### config.mk
export PLATFORM = sky130hd
export DESIGN_NAME = nest_irq_arbiter
export DESIGN_NICKNAME = d
export VERILOG_FILES = /design/src/rtl/nia_pkg.sv /design/src/rtl/nia_pending.sv /design/src/rtl/nia_select.sv /design/src/rtl/nia_flag_stack.sv /design/src/rtl/nest_irq_arbiter.sv
export SDC_FILE = /design/constraint.sdc
export NUM_CORES = 1
export LEC_CHECK = 0
export BUFFER_PORTS_ARGS = -buffer_cell sky130_fd_sc_hd__buf_4
export CORE_MARGIN = 10
export CORE_UTILIZATION = 35
export CTS_BUF_LIST = sky130_fd_sc_hd__clkbuf_8
export DETAILED_ROUTE_END_ITERATION = 12
export SLEW_MARGIN = 20
export SYNTH_ARGS = -nofsm -noshare
export SYNTH_HDL_FRONTEND = slang
export SYNTH_SLANG_ARGS = --single-unit
export TNS_END_PERCENT = 1
### constraint.sdc
create_clock -name clk -period 4 [get_ports clk]
set_clock_uncertainty 0.1 [all_clocks]
set_input_delay 0 -clock clk [delete_from_list [all_inputs] [get_ports clk]]
set_output_delay 0 -clock clk [all_outputs]
set_load 0.03 [all_outputs]
### src/rtl/nia_pkg.sv
package nia_pkg;
  // Frame saved on the flag stack at every acknowledge
  typedef struct packed {
    logic nmi_busy;
    logic ie;
    logic isp;
  } nia_frame_t;
endpackage

### src/rtl/nia_pending.sv
module nia_pending #(
  parameter int N_SRC = 8
) (
  input  logic             clk,
  input  logic             rst,
  input  logic [N_SRC-1:0] req_i,
  input  logic             nmi_i,
  input  logic [N_SRC-1:0] clr_mask_i,
  input  logic             clr_nmi_i,
  output logic [N_SRC-1:0] pend_o,
  output logic             nmi_pend_o
);
  logic [N_SRC-1:0] pend_q;
  logic             nmi_q;

  // A new pulse in the same cycle as a grant of that source is kept
  always_ff @(posedge clk) begin
    if (rst) begin
      pend_q <= '0;
      nmi_q  <= 1'b0;
    end else begin
      pend_q <= (pend_q & ~clr_mask_i) | req_i;
      nmi_q  <= (nmi_q & ~clr_nmi_i) | nmi_i;
    end
  end

  assign pend_o     = pend_q;
  assign nmi_pend_o = nmi_q;
endmodule

### src/rtl/nia_select.sv
module nia_select #(
  parameter int N_SRC = 8,
  localparam int IDX_W = $clog2(N_SRC + 1)
) (
  input  logic [N_SRC-1:0] pend_i,
  input  logic [N_SRC-1:0] prio_i,
  input  logic             nmi_pend_i,
  input  logic             allow_i,
  input  logic             ie_i,
  input  logic             isp_i,
  input  logic             nmi_busy_i,
  output logic             grant_o,
  output logic             grant_nmi_o,
  output logic [IDX_W-1:0] grant_idx_o,
  output logic             grant_prio_o,
  output logic [N_SRC-1:0] grant_mask_o
);
  localparam logic [IDX_W-1:0] NMI_IDX = IDX_W'(N_SRC);

  logic             hi_found, lo_found;
  logic [IDX_W-1:0] hi_idx, lo_idx;

  // Scan downward so the lowest-numbered candidate is the last one kept
  always_comb begin
    hi_found = 1'b0;
    lo_found = 1'b0;
    hi_idx   = '0;
    lo_idx   = '0;
    for (int i = N_SRC - 1; i >= 0; i--) begin
      if (pend_i[i] && !prio_i[i]) begin
        hi_found = 1'b1;
        hi_idx   = IDX_W'(i);
      end
      if (pend_i[i] && prio_i[i]) begin
        lo_found = 1'b1;
        lo_idx   = IDX_W'(i);
      end
    end
  end

  logic take_nmi, take_hi, take_lo;
  assign take_nmi = allow_i && nmi_pend_i && !nmi_busy_i;
  assign take_hi  = allow_i && !take_nmi && !nmi_busy_i && ie_i && hi_found;
  assign take_lo  = allow_i && !take_nmi && !nmi_busy_i && ie_i && !hi_found
                    && lo_found && isp_i;

  assign grant_o      = take_nmi || take_hi || take_lo;
  assign grant_nmi_o  = take_nmi;
  assign grant_prio_o = take_lo;
  assign grant_idx_o  = take_nmi ? NMI_IDX : (take_hi ? hi_idx : lo_idx);

  for (genvar g = 0; g < N_SRC; g++) begin : g_clr
    assign grant_mask_o[g] = (take_hi || take_lo) && (grant_idx_o == IDX_W'(g));
  end
endmodule

### src/rtl/nia_flag_stack.sv
module nia_flag_stack
  import nia_pkg::*;
#(
  parameter int DEPTH = 9,
  localparam int AW = (DEPTH > 1) ? $clog2(DEPTH) : 1,
  localparam int PW = $clog2(DEPTH + 1)
) (
  input  logic       clk,
  input  logic       rst,
  input  logic       push_i,
  input  logic       pop_i,
  input  nia_frame_t din_i,
  output nia_frame_t dout_o,
  output logic       full_o,
  output logic       empty_o
);
  nia_frame_t    mem [DEPTH];
  logic [PW-1:0] sp_q;

  // Storage has no reset so it maps onto plain RAM
  always_ff @(posedge clk) begin
    if (push_i && !full_o) mem[AW'(sp_q)] <= din_i;
  end

  always_ff @(posedge clk) begin
    if (rst) begin
      sp_q <= '0;
    end else if (push_i && !full_o) begin
      sp_q <= sp_q + PW'(1);
    end else if (pop_i && !empty_o) begin
      sp_q <= sp_q - PW'(1);
    end
  end

  assign dout_o  = mem[AW'(sp_q - PW'(1))];
  assign full_o  = (sp_q == PW'(DEPTH));
  assign empty_o = (sp_q == '0);
endmodule

### src/rtl/nest_irq_arbiter.sv
module nest_irq_arbiter
  import nia_pkg::*;
#(
  parameter int N_SRC = 8,
  localparam int IDX_W = $clog2(N_SRC + 1),
  localparam int DEPTH = N_SRC + 1
) (
  input  logic             clk,
  input  logic             rst,
  input  logic [N_SRC-1:0] req_i,
  input  logic             nmi_i,
  input  logic [N_SRC-1:0] prio_i,
  input  logic             boundary_i,
  input  logic             reti_i,
  input  logic             ei_i,
  input  logic             di_i,
  output logic             ack_o,
  output logic [IDX_W-1:0] vec_o,
  output logic             ie_o,
  output logic             isp_o,
  output logic             nmi_busy_o
);
  logic [N_SRC-1:0] pend, clr_mask;
  logic             nmi_pend;
  logic             grant, grant_nmi, grant_prio;
  logic [IDX_W-1:0] grant_idx;
  logic             allow, skip_q, full, empty;
  logic             ie_q, isp_q, nmi_busy_q, ack_q;
  logic [IDX_W-1:0] vec_q;
  nia_frame_t       top_frame, save_frame;

  nia_pending #(.N_SRC(N_SRC)) u_pend (
    .clk(clk), .rst(rst), .req_i(req_i), .nmi_i(nmi_i),
    .clr_mask_i(clr_mask), .clr_nmi_i(grant_nmi),
    .pend_o(pend), .nmi_pend_o(nmi_pend)
  );

  // Grants wait for a boundary, no return this cycle, no hold-off, and room on the stack
  assign allow = boundary_i && !reti_i && !skip_q && !full;

  nia_select #(.N_SRC(N_SRC)) u_sel (
    .pend_i(pend), .prio_i(prio_i), .nmi_pend_i(nmi_pend), .allow_i(allow),
    .ie_i(ie_q), .isp_i(isp_q), .nmi_busy_i(nmi_busy_q),
    .grant_o(grant), .grant_nmi_o(grant_nmi), .grant_idx_o(grant_idx),
    .grant_prio_o(grant_prio), .grant_mask_o(clr_mask)
  );

  assign save_frame = '{nmi_busy: nmi_busy_q, ie: ie_q, isp: isp_q};

  nia_flag_stack #(.DEPTH(DEPTH)) u_stk (
    .clk(clk), .rst(rst), .push_i(grant), .pop_i(reti_i),
    .din_i(save_frame), .dout_o(top_frame), .full_o(full), .empty_o(empty)
  );

  always_ff @(posedge clk) begin
    if (rst) begin
      ie_q       <= 1'b0;
      isp_q      <= 1'b1;
      nmi_busy_q <= 1'b0;
      skip_q     <= 1'b0;
      ack_q      <= 1'b0;
      vec_q      <= '0;
    end else begin
      ack_q <= grant;
      if (grant) vec_q <= grant_idx;

      if (reti_i)          skip_q <= 1'b1;
      else if (boundary_i) skip_q <= 1'b0;

      if (reti_i) begin
        if (!empty) begin
          ie_q       <= top_frame.ie;
          isp_q      <= top_frame.isp;
          nmi_busy_q <= top_frame.nmi_busy;
        end
      end else if (grant) begin
        ie_q  <= 1'b0;
        isp_q <= grant_nmi ? 1'b0 : grant_prio;
        if (grant_nmi) nmi_busy_q <= 1'b1;
      end else if (di_i) begin
        ie_q <= 1'b0;
      end else if (ei_i) begin
        ie_q <= 1'b1;
      end
    end
  end

  assign ack_o      = ack_q;
  assign vec_o      = vec_q;
  assign ie_o       = ie_q;
  assign isp_o      = isp_q;
  assign nmi_busy_o = nmi_busy_q;
endmodule

==> qor.yml <==
run_status:
  status: "completed"
sta:
  rsz0062_at_grt: "false"
  clock.fmax_mhz: 269
  slew_viol_final: 0
  whs_ns: 0.332
  setup_tns_ns: 0
  hold_viol: 0
  layout_min_cycle_time_ns: 3.71
  slew_headroom_pct: 58.6
  post-route-period-util_pct: 92.8
  finalSetupViolCount: 0
  tightest_slew_ns: 0.620
logic_synthesis:
  synth.yosys.seq_area_share_pct: 49.5
  ys_ff_latch: 49
  yosys_warnings: 0
  avgSynthCellArea_um2: 10.9
  syn_nets: 258
  yosysUniqueCellTypes: 48
  synth_top_area_share_pct: 32.1
  synth-async-reset-ratio_pct: 0
  synth_area_leaders: "edfxtp_1, dfxtp_1, mux4_2, a21oi_1, a211oi_1"
  synth.most_common_cell: "edfxtp_1"
  netlist_top_cells_count: "edfxtp_1, nor2_1, dfxtp_1, a21oi_1, nor3_1"
  syn_inst: 231
  syn-cell-area_um2: 2530
  yosys.area.top_type: "edfxtp_1"
  synth-main-ff-cell: "edfxtp_1"
  synth_edf_count: 27
power_and_ir_drop:
  total_power_uw: 1600
  p_per_area_nw_per_um2: 500
  leakagePower_uw: 0.00120
  ir_worst_vdd_uv: 296
clocking:
  cts-root-buf: "clkbuf_8"
  cts.htree.levels: 2
  clk_pin_slew_worst_paths_ns: 0.10
  clockBufferDepth: 2
  cts_tree: "built"
  cts-buffers-inserted: 5
  clk_latency_ns: 0.31
  cts_setup_buffers: 0
  cts_resized: 0
  numClockSinks: 49
  hold_buffers: 26
route:
  wirelength_mm: 6.25
  routedWlPerCell_um: 16.4
  first_pass_iters: 4
  vias: 2000
  antenna_left: 0
  first_iter_violations: 91
  drc: 0
  vias_per_cell: 5.24
floorplanning:
  ioPinCount: 31
  die_area_um2: 11000
  core_um2: 6910
  die_w_um: 105
  start_util_pct: 36.6
  die_height_um: 105
  num_rows: 30
worst_setup_path:
  crit_path_start_kind: "flop"
  cp_max_fo: 12
  arrival_ns: 3.86
  r2r-start: "u_stk.sp_q[0]$_SDFFE_PP0P_"
  worst_setup_path_end_kind: "flop"
  path_delay_family: "simple AND/OR/NAND/NOR gates"
  crit_chain: "ha_1 -> nand3b_1 -> nand3_1 -> nand2_2 -> or4_1 -> dlygate4sd3_1 -> a21oi_1 -> dlygate4sd3_1"
  path_class: "reg -> reg"
  worst-path-buf-inv: 2
  required_ns: 4.15
  crit_top_cell: "dlygate4sd3_1"
  crit_slowest_cell: "dfxtp_1"
  max_stage_delay_ns: 0.73
  crit_start: "u_stk.sp_q[0]$_SDFFE_PP0P_"
placed_design:
  hpwlAfterDp_mm: 4.40
  io_buffers: 30
  place.gp.congestion: 0.826
  place_inst: 348
final_layout:
  drive_above_1_share_pct: 18.9
  layout.nets: 312
  post-route-util_pct: 46.2
  fin_cells: 382
  area_growth_pct: 26.3
  diodes: 0
global_route:
  antenna_found_initial: 0
  grt_max_degree: 24
  grt_pass1_vias: 2025
  grt_overflow: 0
  grt_pass1_wl_mm: 10.4
  track_usage_pct: 11.3
job:
  cap_violations: 0
worst_hold_path:
  hp-class: "in -> reg"
  hold_start: "prio_i[5]"
-- per-stage QoR --
stage / worst slack (ns) / area, µm²
after floorplan: 1.67 / 2530
after global placement: 1.27 / 2840
after detailed placement: 1.15 / 2840
after CTS: 0.318 / 3190
after global routing: 0.0579 / 3190
final: 0.289 / 3190
-- per-layer routing --
metal  share of wire [%]  up-vias  global-route usage, %
met5                   0        -                      0
met3                 3.8        6                   2.03
met2                  48       45                   18.3
li1                    -      988                      -
met1                  47      961                   14.9
met4                 1.2        0                   3.63
-- cells by family after synthesis --
family / count (synthesis) / synth area share, %
compound gates: 60 / 17.9
xor+xnor: 3 / 1.04
fa+ha+maj: 4 / 1.98
buf+inv: 16 / 2.48
flops: 49 / 49.5
mux: 13 / 8.22
simple gates: 86 / 18.9
-- state kept, by name, summed over array words and instances (netlist names) --
name,cells
u_stk.mem,27
u_pend.pend_o,8
u_stk.sp_q,4
vec_o,4
ack_o,1
ie_o,1
isp_o,1
nmi_busy_o,1
skip_q,1
u_pend.nmi_pend_o,1
-- placed cells by master (no fill, tap or decap), drive strengths merged, types with 2 or more instances in the layout --
cell type | synthesis | final
a211oi | 12 | 12
a21oi | 22 | 22
a22o | 5 | 5
a22oi | 2 | 2
a31oi | 2 | 2
and2 | 6 | 6
and3 | 8 | 8
buf | 2 | 30
clkbuf | 7 | 5
clkinvlp | 0 | 2
dfxtp | 22 | 22
dlygate4sd3 | 0 | 26
edfxtp | 27 | 27
ha | 4 | 4
inv | 7 | 8
mux2 | 2 | 2
mux2i | 5 | 5
mux4 | 6 | 6
nand2 | 13 | 13
nand2b | 3 | 3
nand3 | 3 | 3
nand3b | 2 | 2
nor2 | 23 | 23
nor2b | 7 | 7
nor3 | 14 | 14
nor4b | 2 | 2
o21ai | 4 | 4
xnor2 | 2 | 2
-- worst paths after layout --
path | end | slack [ns] | cells after the start
worst max-delay path | ie_o$_SDFFE_PP0P_ | 0.29 | 8
worst min-delay path | vec_o[3]$_SDFFE_PP0P_ | 0.33 | 5
worst max register to register | ie_o$_SDFFE_PP0P_ | 0.29 | 8
worst min register to register | vec_o[2]$_SDFFE_PP0P_ | 0.38 | 2
-- layout make-up --
| type | instances | area, µm² |
|---|---|---|
| Clock buffer | 5 | 68.8 |
| Clock inverter | 3 | 26.3 |
| Tap cell | 96 | 120 |
| Sequential cell | 49 | 1250 |
| Inverter | 7 | 26.3 |
| Fill cell | 671 | 3710 |
| Multi-Input combinational cell | 166 | 1210 |
| Timing Repair Buffer | 56 | 485 |
-- worst register-to-register path: cells and delay by family, from the launching register on --
kind            cells  cell delay, ns
simple gates        4            1.29
buf+inv             2            1.13
flops               1            0.73
fa+ha+maj           1            0.29
compound gates      1            0.12
-- report_power, final --
group | internal, µW | total (µW) | switching, µW
sequential | 600 | 698 | 98.8
combinational | 275 | 590 | 315
clock | 127 | 309 | 181
total | 1000 | 1600 | 595
No activity file was read; power rests on OpenSTA's default activity.
